**src/rtl/svr_pkg.sv**
```systemverilog
package svr_pkg;
    typedef enum logic [1:0] {
        PH_DOWN = 2'd0,
        PH_HOLD = 2'd1,
        PH_RUN  = 2'd2
    } svr_phase_e;

    function automatic int unsigned cnt_width(input int unsigned n);
        return (n > 1) ? $clog2(n) : 1;
    endfunction
endpackage

```
**src/rtl/svr_sync.sv**
```systemverilog
module svr_sync #(
    parameter int unsigned STAGES = 2
) (
    input  logic clk,
    input  logic rst_n,
    input  logic din,
    output logic dout
);
    typedef struct packed {
        logic [STAGES-1:0] sh;
    } sync_s;

    sync_s st_d, st_q;

    always_comb begin
        st_d    = st_q;
        st_d.sh = {st_q.sh[STAGES-2:0], din};
    end

    always_ff @(posedge clk or negedge rst_n) begin
        if (!rst_n) st_q <= '{sh: {STAGES{1'b1}}};
        else        st_q <= st_d;
    end

    assign dout = st_q.sh[STAGES-1];

    initial begin
        AST_SYNC_DEPTH : assert (STAGES >= 2);
    end
endmodule

```
**src/rtl/svr_glitch_filter.sv**
```systemverilog
module svr_glitch_filter
    import svr_pkg::*;
#(
    parameter int unsigned FILT_CYC = 800
) (
    input  logic clk,
    input  logic rst_n,
    input  logic uv_s,
    output logic low_o
);
    localparam int unsigned FCW = cnt_width(FILT_CYC);
    localparam logic [FCW-1:0] FLAST = FCW'(FILT_CYC - 1);

    typedef struct packed {
        logic [FCW-1:0] cnt;
        logic           low;
    } filt_s;

    filt_s st_d, st_q;

    always_comb begin
        st_d = st_q;
        if (!uv_s) begin
            st_d.cnt = '0;
            st_d.low = 1'b0;
        end else if (!st_q.low) begin
            if (st_q.cnt == FLAST) begin
                st_d.cnt = '0;
                st_d.low = 1'b1;
            end else begin
                st_d.cnt = st_q.cnt + 1'b1;
            end
        end
    end

    always_ff @(posedge clk or negedge rst_n) begin
        if (!rst_n) st_q <= '{cnt: '0, low: 1'b1};
        else        st_q <= st_d;
    end

    assign low_o = st_q.low;

    AST_LOW_NEEDS_UV : assert property (@(posedge clk) disable iff (!rst_n)
        $rose(st_q.low) |-> $past(uv_s));
    AST_GOOD_CLEARS : assert property (@(posedge clk) disable iff (!rst_n)
        !uv_s |=> (!st_q.low && st_q.cnt == '0));
endmodule

```
**src/rtl/svr_hold_timer.sv**
```systemverilog
module svr_hold_timer
    import svr_pkg::*;
#(
    parameter int unsigned HOLD_CYC = 48_000_000
) (
    input  logic clk,
    input  logic rst_n,
    input  logic low_i,
    output logic rst_o
);
    localparam int unsigned HCW = cnt_width(HOLD_CYC);
    localparam logic [HCW-1:0] HLAST = HCW'(HOLD_CYC - 1);

    typedef struct packed {
        svr_phase_e     ph;
        logic [HCW-1:0] cnt;
    } hold_s;

    hold_s st_d, st_q;

    always_comb begin
        st_d = st_q;
        if (low_i) begin
            st_d.ph  = PH_DOWN;
            st_d.cnt = '0;
        end else begin
            unique case (st_q.ph)
                PH_DOWN, PH_HOLD: begin
                    if (st_q.cnt == HLAST) begin
                        st_d.ph  = PH_RUN;
                        st_d.cnt = '0;
                    end else begin
                        st_d.ph  = PH_HOLD;
                        st_d.cnt = st_q.cnt + 1'b1;
                    end
                end
                default: begin
                    st_d.ph  = PH_RUN;
                    st_d.cnt = '0;
                end
            endcase
        end
    end

    always_ff @(posedge clk or negedge rst_n) begin
        if (!rst_n) st_q <= '{ph: PH_DOWN, cnt: '0};
        else        st_q <= st_d;
    end

    assign rst_o = (st_q.ph != PH_RUN);

    AST_RST_WHILE_LOW : assert property (@(posedge clk) disable iff (!rst_n)
        low_i |=> rst_o);
    AST_RELEASE_CLEAN : assert property (@(posedge clk) disable iff (!rst_n)
        $fell(rst_o) |-> $past(!low_i));
    AST_NO_OVERFLOW : assert property (@(posedge clk) disable iff (!rst_n)
        32'(st_q.cnt) < HOLD_CYC);
endmodule

```
**src/rtl/svr_reset_timer.sv**
```systemverilog
module svr_reset_timer #(
    parameter int unsigned FILT_CYC    = 800,
    parameter int unsigned HOLD_CYC    = 48_000_000,
    parameter int unsigned SYNC_STAGES = 2
) (
    input  logic clk,
    input  logic rst_n,
    input  logic uv_flag,
    input  logic pol_high,
    output logic sys_rst,
    output logic ready
);
    logic uv_s;
    logic low_w;
    logic in_rst;

    svr_sync #(.STAGES(SYNC_STAGES)) sync_i (
        .clk  (clk),
        .rst_n(rst_n),
        .din  (uv_flag),
        .dout (uv_s)
    );

    svr_glitch_filter #(.FILT_CYC(FILT_CYC)) filt_i (
        .clk  (clk),
        .rst_n(rst_n),
        .uv_s (uv_s),
        .low_o(low_w)
    );

    svr_hold_timer #(.HOLD_CYC(HOLD_CYC)) hold_i (
        .clk  (clk),
        .rst_n(rst_n),
        .low_i(low_w),
        .rst_o(in_rst)
    );

    assign sys_rst = pol_high ? in_rst : ~in_rst;
    assign ready   = ~in_rst;

    AST_POL_LEVEL : assert property (@(posedge clk) disable iff (!rst_n)
        (!ready) |-> (sys_rst == pol_high));
endmodule

```
**config.mk**
```make
export PLATFORM = sky130hd
export DESIGN_NAME = svr_reset_timer
export DESIGN_NICKNAME = d
export VERILOG_FILES = /design/src/rtl/svr_pkg.sv /design/src/rtl/svr_sync.sv /design/src/rtl/svr_glitch_filter.sv /design/src/rtl/svr_hold_timer.sv /design/src/rtl/svr_reset_timer.sv
export SDC_FILE = /design/constraint.sdc
export NUM_CORES = 1
export LEC_CHECK = 0
export ABC_AREA = 1
export BUFFER_PORTS_ARGS = -buffer_cell sky130_fd_sc_hd__buf_2
export CAP_MARGIN = 10
export CORE_AREA = 2 2 66 83
export CTS_BUF_LIST = sky130_fd_sc_hd__clkbuf_4
export CTS_CLUSTER_SIZE = 14
export DETAILED_ROUTE_END_ITERATION = 6
export DIE_AREA = 0 0 68 85
export GPL_ROUTABILITY_DRIVEN = 0
export PLACE_DENSITY = 0.67
export SYNTH_ARGS = -nofsm -noshare
export SYNTH_HDL_FRONTEND = slang
export SYNTH_SLANG_ARGS = --single-unit
export TNS_END_PERCENT = 50
```
**constraint.sdc**
```tcl
create_clock -name clk -period 1.7 [get_ports clk]
set_clock_uncertainty 0.05 [all_clocks]
set_input_delay 0.17 -clock clk [delete_from_list [all_inputs] [get_ports clk]]
set_output_delay 0.17 -clock clk [all_outputs]
set_load 0.01 [all_outputs]
```
==> metrics <==
status=finished, final reports clean; final core occ=0.5307; fraction of registers with async set/reset=1.000; CP Capture Type=register; core footprint=0.005007 mm²; Synth Flop Type=dfrtp_1; clock slew at reported path FFs=0.12 ns; RSZ-0062 raised after global routing=false; Clock power frac=0.383; final setup margin=0.1046 ns; synthesized cell area=0.002407 mm²; synthesized area per cell=7.594 µm²; I/O pin count=6; Max Cap Viol=0; initial antenna violation count=0; Initial DRT Pass Iterations=4; Worst IR Drop VDD=0.5187 mV; final setup vio count=0; Detail Route Antenna Nets=0; Max Fclk=626.8 MHz; Fin. Hold Viols=0; via count=1961; synthesized net count=323; first-pass GRT wire length=8355 µm; CTS Root Cell=clkbuf_4; Hold Crit Class=primary input to async pin; Least-Margin Pin Slew=0.4811 ns; power density over cell area=633.2 mW/mm²; Min Hold Slack=0.2668 ns; total track usage=0.1892; drt total wl=4823 µm; Worst Path Max Fanout=11; Slew HR=0.6793; Synth top area share=0.3950; Buffers on Ports=5; Initial DRC Count=99; row cnt=29; CTS tree=yes; area grow syn2layout=10.40%; Gate power share=0.027; worst slack at placement=0.06066 ns; top-count cell post-synth=nand2_1; WP data required=1.93 ns; DIE HEIGHT=85 µm; Max Slew Vio Count=0; CTS Sinks=41; Final Cycle Share=0.9385; fraction of layout instances using a drive strength above 1=0.2041; Starting Density=0.4808; Unique masters post-synth=24; crit path kind=register to register; register area share after synthesis=0.4278; Vias/cell=4.903; Pint=0.001324 W; synthesis-stage register bit count=41; Seq pwr share=0.590; Post-route DRC=0; Yosys top cell by area=dfrtp_1; vias in the first global route=1894; die width=68 µm; Clock Latency Late Sink=0.35 ns; Synth Warn #=0; Worst Path Arrival=1.82 ns; HPWL after DPL=3628 µm; Syn Inst Count=317; EDFF count, synth=0; final net count=343; CTS buffer count=5; Switch Pwr=0.0003591 W; Worst setup SP type=register; R2R cell count=9; Die ar.=0.005780 mm²; largest net degree at the start of global routing=22; top post-synthesis cells by area=dfrtp_1 40%, nand2_1 13%, nor2_1 8.1%; wire length per cell=12.06 µm; Min Clock Period, post-route=1.595 ns; LEAKAGE=1.167 nW; most frequent cells after synthesis=81 x nand2_1, 52 x nor2_1, 38 x dfrtp_1; H-tree depth=2; global route total overflow=0; Switching Fraction=0.2134; deepest clock path buffer count=2; Fin Setup TNS=0 ns; Ant. Diodes=0
-- power by group through the flow --
stage / clock [W] / sequential, W / combinational (W)
floorplan: 0 / 0.00101 / 0.0000125
global placement: 0 / 0.00101 / 0.0000435
detailed placement: 0 / 0.00101 / 0.0000441
CTS: 0.000663 / 0.000993 / 0.0000479
global route: 0.000703 / 0.000995 / 0.0000533
finish: 0.000644 / 0.000993 / 0.0000450
-- cell type report --
cell class | count | area [µm²]
Clock inverter | 2 | 33.78
Fill cell | 471 | 2350
Sequential cell | 41 | 1030
Multi-Input combinational cell | 234 | 1191
Clock buffer | 6 | 45.04
Tap cell | 62 | 77.57
Inverter | 40 | 150.1
Timing Repair Buffer | 15 | 130.1
-- placed cells by master, fill, tap and decap left out, drive strengths merged, types with 3 or more instances in the layout --
cell type / instances
o21ai: 7
xor2: 14
dfstp: 3
inv: 40
dfrtp: 38
nor2: 81
nand2: 89
nand4: 3
nor3: 4
nand3: 21
clkbuf: 6
xnor2: 6
buf: 13
-- registers in the layout, summed over array words and instances (netlist names) --
| signal | count |
|---|---|
| hold_i.st_q | 28 |
| filt_i.low_o | 1 |
| filt_i.st_q | 10 |
| sync_i.st_q | 2 |
-- path summary, 6_finish.rpt --
| check | start | endpoint | slack (ns) |
|---|---|---|---|
| setup / recovery | hold_i.st_q[0] | hold_i.st_q[17] | 0.10 |
| max in group asynchronous | rst_n | hold_i.st_q[3] | 0.77 |
| setup reg to reg | hold_i.st_q[0] | hold_i.st_q[17] | 0.10 |
| min in group clk | sync_i.st_q[0] | sync_i.st_q[1] | 0.31 |
| hold reg to reg | sync_i.st_q[0] | sync_i.st_q[1] | 0.31 |
| hold / removal | rst_n | filt_i.st_q[4] | 0.27 |
-- worst max-delay path, stage by stage (launching register included) --
cell,delay (ns)
dfrtp_1,0.41
ha_1,0.24
nand3_2,0.14
nor2_4,0.06
nand2_2,0.05
nor2_2,0.04
nor2_4,0.19
nand2_4,0.10
buf_12,0.16
nor2_2,0.09
-- cells by family (layout without fill, tap and decap cells) --
kind of cell    after synthesis  in the layout  synth area share
buf+inv                      42             63           0.07901
xor+xnor                     20             20           0.07277
simple gates                199            199            0.3789
fa+ha+maj                     2              2           0.01039
flops                        41             41            0.4278
compound gates               13             13           0.03118
-- per-stage QoR --
stage	total power, W	instances	cell area (µm²)
finish	0.001683	400	2658
global route	0.001751	400	2658
CTS	0.001704	398	2639
detailed placement	0.001056	388	2540
global placement	0.001055	388	2540
floorplan	0.001023	317	2407
-- what timing repair did --
item,CTS,global route
setup buffers,0,2
resized for setup,0,2
hold endpoints to repair,17,0
hold buffers,2,0
setup endpoints to repair,0,8
-- routing by layer --
layer | GRT usage | routed length (µm) | vias up
met2 | 0.2992 | 2325 | 33
met1 | 0.2541 | 2262 | 912
met4 | 0.06545 | 74 | 0
met5 | 0 | 0 | -
met3 | 0.03979 | 161 | 6
li1 | - | - | 1010
Power figures use the tool's default switching activity.
